--- config.mk ---
export PLATFORM = sky130hd
export DESIGN_NAME = tl_preempt_ctrl
export DESIGN_NICKNAME = d
export VERILOG_FILES = /design/src/rtl/tl_pkg.sv /design/src/rtl/tl_state_reg.sv /design/src/rtl/tl_next_state.sv /design/src/rtl/tl_lamp_decode.sv /design/src/rtl/tl_preempt_ctrl.sv
export SDC_FILE = /design/constraint.sdc
export NUM_CORES = 1
export LEC_CHECK = 0
export ABC_AREA = 1
export BUFFER_PORTS_ARGS = -buffer_cell sky130_fd_sc_hd__buf_2
export CAP_MARGIN = 5
export CORE_AREA = 2 2 39 41
export DETAILED_ROUTE_END_ITERATION = 10
export DIE_AREA = 0 0 41 43
export GPL_ROUTABILITY_DRIVEN = 0
export MAX_ROUTING_LAYER = met4
export PLACE_DENSITY = 0.65
export SETUP_SLACK_MARGIN = 0.3
export SLEW_MARGIN = 20
export SYNTH_ARGS = -nofsm -noshare
export SYNTH_HDL_FRONTEND = slang
export SYNTH_SLANG_ARGS = --single-unit
--- constraint.sdc ---
create_clock -name clk -period 1.6 [get_ports clk]
set_clock_uncertainty 0.2 [all_clocks]
set_input_delay 0.32 -clock clk [delete_from_list [all_inputs] [get_ports clk]]
set_output_delay 0.32 -clock clk [all_outputs]
set_load 0.01 [all_outputs]
--- src/rtl/tl_pkg.sv ---
package tl_pkg;

  typedef struct packed {
    logic red;
    logic yel;
    logic grn;
  } lamps_t;

  localparam lamps_t LAMP_RED = '{red: 1'b1, yel: 1'b0, grn: 1'b0};
  localparam lamps_t LAMP_YEL = '{red: 1'b0, yel: 1'b1, grn: 1'b0};
  localparam lamps_t LAMP_GRN = '{red: 1'b0, yel: 1'b0, grn: 1'b1};

endpackage

--- src/rtl/tl_state_reg.sv ---
module tl_state_reg #(
  parameter int W = 4,
  parameter logic [W-1:0] RST_VAL = '0
) (
  input  logic         clk,
  input  logic         rst,
  input  logic [W-1:0] d,
  output logic [W-1:0] q
);

  always_ff @(posedge clk) begin
    if (rst) q <= RST_VAL;
    else     q <= d;
  end

endmodule

--- src/rtl/tl_next_state.sv ---
module tl_next_state #(
  parameter int GREEN_CYC = 6,
  parameter int YEL_CYC   = 2,
  parameter int RED_MIN   = 4,
  parameter int W         = 4
) (
  input  logic [W-1:0] cur,
  input  logic         emg_act,
  input  logic         car_wait,
  output logic [W-1:0] nxt
);

  // Encoding: green chain, normal yellow chain, one emergency yellow, red chain.
  localparam logic [W-1:0] S_G0    = '0;
  localparam logic [W-1:0] S_GLAST = W'(GREEN_CYC - 1);
  localparam logic [W-1:0] S_YN0   = W'(GREEN_CYC);
  localparam logic [W-1:0] S_YLAST = W'(GREEN_CYC + YEL_CYC - 1);
  localparam logic [W-1:0] S_YE    = W'(GREEN_CYC + YEL_CYC);
  localparam logic [W-1:0] S_R0    = W'(GREEN_CYC + YEL_CYC + 1);
  localparam logic [W-1:0] S_RLAST = W'(GREEN_CYC + YEL_CYC + RED_MIN);

  always_comb begin
    nxt = S_G0;
    if (cur <= S_GLAST) begin
      if (emg_act)             nxt = S_YE;
      else if (cur == S_GLAST) nxt = car_wait ? S_YN0 : S_G0;
      else                     nxt = cur + 1'b1;
    end else if (cur <= S_YLAST) begin
      nxt = (cur == S_YLAST) ? S_R0 : cur + 1'b1;
    end else if (cur == S_YE) begin
      nxt = S_R0;
    end else if (cur < S_RLAST) begin
      nxt = cur + 1'b1;
    end else if (cur == S_RLAST) begin
      nxt = emg_act ? S_RLAST : S_G0;
    end else begin
      nxt = S_G0;
    end
  end

endmodule

--- src/rtl/tl_lamp_decode.sv ---
module tl_lamp_decode
  import tl_pkg::*;
#(
  parameter int GREEN_CYC = 6,
  parameter int YEL_CYC   = 2,
  parameter int RED_MIN   = 4,
  parameter int W         = 4
) (
  input  logic [W-1:0] cur,
  output lamps_t       lamps
);

  localparam int N_ST = GREEN_CYC + YEL_CYC + 1 + RED_MIN;

  lamps_t table_q [N_ST];

  for (genvar s = 0; s < N_ST; s++) begin : g_tab
    if (s < GREEN_CYC) begin : g_grn
      assign table_q[s] = LAMP_GRN;
    end else if (s <= GREEN_CYC + YEL_CYC) begin : g_yel
      assign table_q[s] = LAMP_YEL;
    end else begin : g_red
      assign table_q[s] = LAMP_RED;
    end
  end

  always_comb begin
    lamps = LAMP_RED;
    for (int i = 0; i < N_ST; i++) begin
      if (cur == W'(i)) lamps = table_q[i];
    end
  end

endmodule

--- src/rtl/tl_preempt_ctrl.sv ---
module tl_preempt_ctrl
  import tl_pkg::*;
#(
  parameter int GREEN_CYC = 6,
  parameter int YEL_CYC   = 2,
  parameter int RED_MIN   = 4,
  localparam int N_ST     = GREEN_CYC + YEL_CYC + 1 + RED_MIN,
  localparam int W        = $clog2(N_ST)
) (
  input  logic         clk,
  input  logic         rst,
  input  logic         car_wait,
  input  logic         emg_n,
  output logic         lamp_red,
  output logic         lamp_yel,
  output logic         lamp_grn,
  output logic [W-1:0] state_bits
);

  logic [W-1:0] cur_q;
  logic [W-1:0] nxt_d;
  lamps_t       lamps;
  logic         emg_act;

  assign emg_act = ~emg_n;

  tl_next_state #(
    .GREEN_CYC(GREEN_CYC), .YEL_CYC(YEL_CYC), .RED_MIN(RED_MIN), .W(W)
  ) u_next (
    .cur(cur_q), .emg_act(emg_act), .car_wait(car_wait), .nxt(nxt_d)
  );

  tl_state_reg #(.W(W), .RST_VAL('0)) u_reg (
    .clk(clk), .rst(rst), .d(nxt_d), .q(cur_q)
  );

  tl_lamp_decode #(
    .GREEN_CYC(GREEN_CYC), .YEL_CYC(YEL_CYC), .RED_MIN(RED_MIN), .W(W)
  ) u_dec (
    .cur(cur_q), .lamps(lamps)
  );

  assign lamp_red   = lamps.red;
  assign lamp_yel   = lamps.yel;
  assign lamp_grn   = lamps.grn;
  assign state_bits = cur_q;

endmodule

==> impl_results.md <==
* Static Leak at approximately 0.42 nW
* Placed instance count at 116
* # nets final at 116
* Minimum clock period at between 2 and 2.5 ns
* Final Cell Area at about 850 sq um
* Min-Delay Path Class: in -> reg
* Setup tns final at -1.251 ns
* Clock Latency Late Sink at 0.24 ns
* Vias at 601
* Ant diodes at 0
* WHS Endpoint: u_reg.q[0]$_SDFF_PP0_
* DR iter-0 viols at 12
* Mapped Cells at around 80
* Number of routed nets with antenna violations at 0
* Synth warn at 0
* Tcrit/Tclk final at 126.8%
* First-pass GRT wire length at 2.318 mm
* IO Port Bufs at 10
* CTS root buf: clkbuf_4
* GRT Total Usage at 19.82%
* Reg2reg setup slack at -0.03 ns
* Largest fanout on the critical path at 5
* TritonCTS Buffers at 3
* Design Power at 901.1 uW
* Pre-CTS WS at -0.1901 ns
* Number of global-route vias before repair at 570
* Yosys cell types at 19
* R2R depth at 11
* Post-Syn Nets at 86
* 1st-pass router iterations at 4
* Mapped Avg Cell Area at about 6 sq um
* Max reg flops at 4
* Failing checks: negative setup slack
* Mapped cell area at 459.2 sq um
* Setup violations, final at 6
* Gr ovfl total at 0
* Hold path depth at 4
* Critical Path RT at 1.08 ns
* Die ar. at between 0.0015 and 0.002 sq mm
* Sink Count at 4
* # rows at 14
* Setup crit end kind: output pin
* Layout area overhead at 84.20%
* Die X at 41 um
* WS Path Type: reg -> out
* Sequential cell area fraction in the yosys report at 17.44%
* Clock transition at path regs at 0.04 ns
* Boundary Pins at 11
* Slew Limit Fails at 0
* RSZ-0062 raised after global routing: yes
* Worst Setup Start Kind: flop
* # H-tree levels at 1
* Die height at 43 um
* Largest reg by FF count: u_reg.q
* Hold wc startpoint: rst
* Clock Path Buffers at 2
* WHS at 0.1565 ns
* Largest regs: u_reg.q x4
* Pin count of the biggest net entering global routing at 9
* CTS Hold Bufs at 0
* Hpwl dp at 1.025 mm
* Setup ws final at -0.4292 ns
* Slew headroom at 84.44%
* Reg-to-reg endpoint: u_reg.q[3]$_SDFF_PP0_
* Initial antenna violation count at 0
* DP Area at 723.2 sq um
* Routed WL per cell at 11.38 um
* Yosys reg bits at 4
* VDD IR max at 0.0004968 V
* Worst R2R Start: u_reg.q[1]$_SDFF_PP0_
* Fmax at 0.4928 GHz
* CTS tree: done
* WL final at 1.400 mm
* Status: finished, violations left
* Final Hold Fails at 0
* Initial Util at between 30% and 40%
* Share of layout cells above drive strength 1 at 57.94%
* Fin cells at between 100 and 150
* DRC at 0
* Final core utilization at 61.12%
* Pwr/cell area at ~1100 mW/mm^2
* Worst EP arrival at 1.51 ns
* Crit path launch: u_reg.q[1]$_SDFF_PP0_
* Max Cap Viol at 0
* Via-per-instance ratio at 4.886
* Actual slew at the worst max-slew pin at 0.2334 ns
* Total core area at 0.001384 sq mm
[worst max-delay path by stage]
stage               slack [ns]  endpoint  depth (start not counted)
floorplan                -0.11  lamp_red                          7
global placement         -0.16  lamp_red                          9
detailed placement       -0.19  lamp_red                          9
CTS                      -0.42  lamp_red                          9
global route             -0.50  lamp_red                          9
finish                   -0.43  lamp_red                          9
[report_power, final]
group          internal (mW)  switching [mW]
combinational          0.309           0.303
sequential             0.121          0.0236
clock                 0.0942          0.0511
[cells in the final DEF, fill, tap and decap left out, drive strengths merged]
cell,n
buf,26
nand2,24
inv,13
nor2,12
nand3,10
ha,4
clkbuf,4
dfxtp,4
o21ai,3
nand4,2
a31oi,1
a22oi,1
and2,1
a21oi,1
and3,1
[what timing repair did]
item,CTS,global route
pin swaps,12,5
endpoints found under the setup margin,10,11
setup buffers,3,0
endpoints found under the hold margin,0,0
resized for setup,14,5
[worst max-delay path: stages (launching register included)]
cell and delay [ns]:
dfxtp_4 0.38, inv_4 0.06, ha_4 0.16, nor2_4 0.15
nand2_2 0.09, nand2_4 0.07, a31oi_4 0.04, buf_6 0.13
nor2_4 0.08, buf_6 0.10
[cell type report]
class / instances / area (sq um)
flip-flops and latches: 4 / 90.09
multi-input cells: 60 / 442.9
fillers: 122 / 538.0
inverters: 13 / 56.30
clock buffers: 4 / 26.28
repair buffers: 26 / 210.2
well taps: 16 / 20.02
[kinds of logic (layout without fill, tap and decap cells)]
| logic type | count (synthesis) | count (layout) | synth area share, % |
|---|---|---|---|
| DFF | 4 | 4 | 17.44 |
| AOI/OAI and AO/OA | 6 | 6 | 7.356 |
| and+or+nand+nor | 50 | 50 | 51.23 |
| adders and majority gates | 4 | 4 | 10.90 |
| buffers and inverters | 14 | 43 | 13.08 |
[metal layers]
metal  share of wire (%)  track usage [%]  up-vias
met5                   0                -        -
met4                 1.9            6.000        0
met3                 4.1            6.283        4
met2                  56            34.06       19
met1                  37            20.13      272
li1                    -                -      306
[cell usage after synthesis]
cell type / number / area [sq um]
dfxtp_1: 4 / 80.08
nand3_2: 1 / 10.01
o21ai_1: 3 / 15.01
nand2_2: 2 / 12.51
nand3_1: 9 / 45.04
inv_1: 12 / 45.04
and2_1: 1 / 6.260
a22oi_1: 1 / 7.510
nand2_1: 22 / 82.58
nor2_4: 1 / 11.26
nor2_1: 8 / 30.03
nand4_1: 2 / 12.51
inv_2: 1 / 3.750
ha_1: 4 / 50.05
and3_1: 1 / 6.260
nor2_2: 3 / 18.77
a21oi_1: 1 / 5.000
buf_6: 1 / 11.26
a31oi_1: 1 / 6.260
Note: power is estimated with default switching activity, not from simulation.
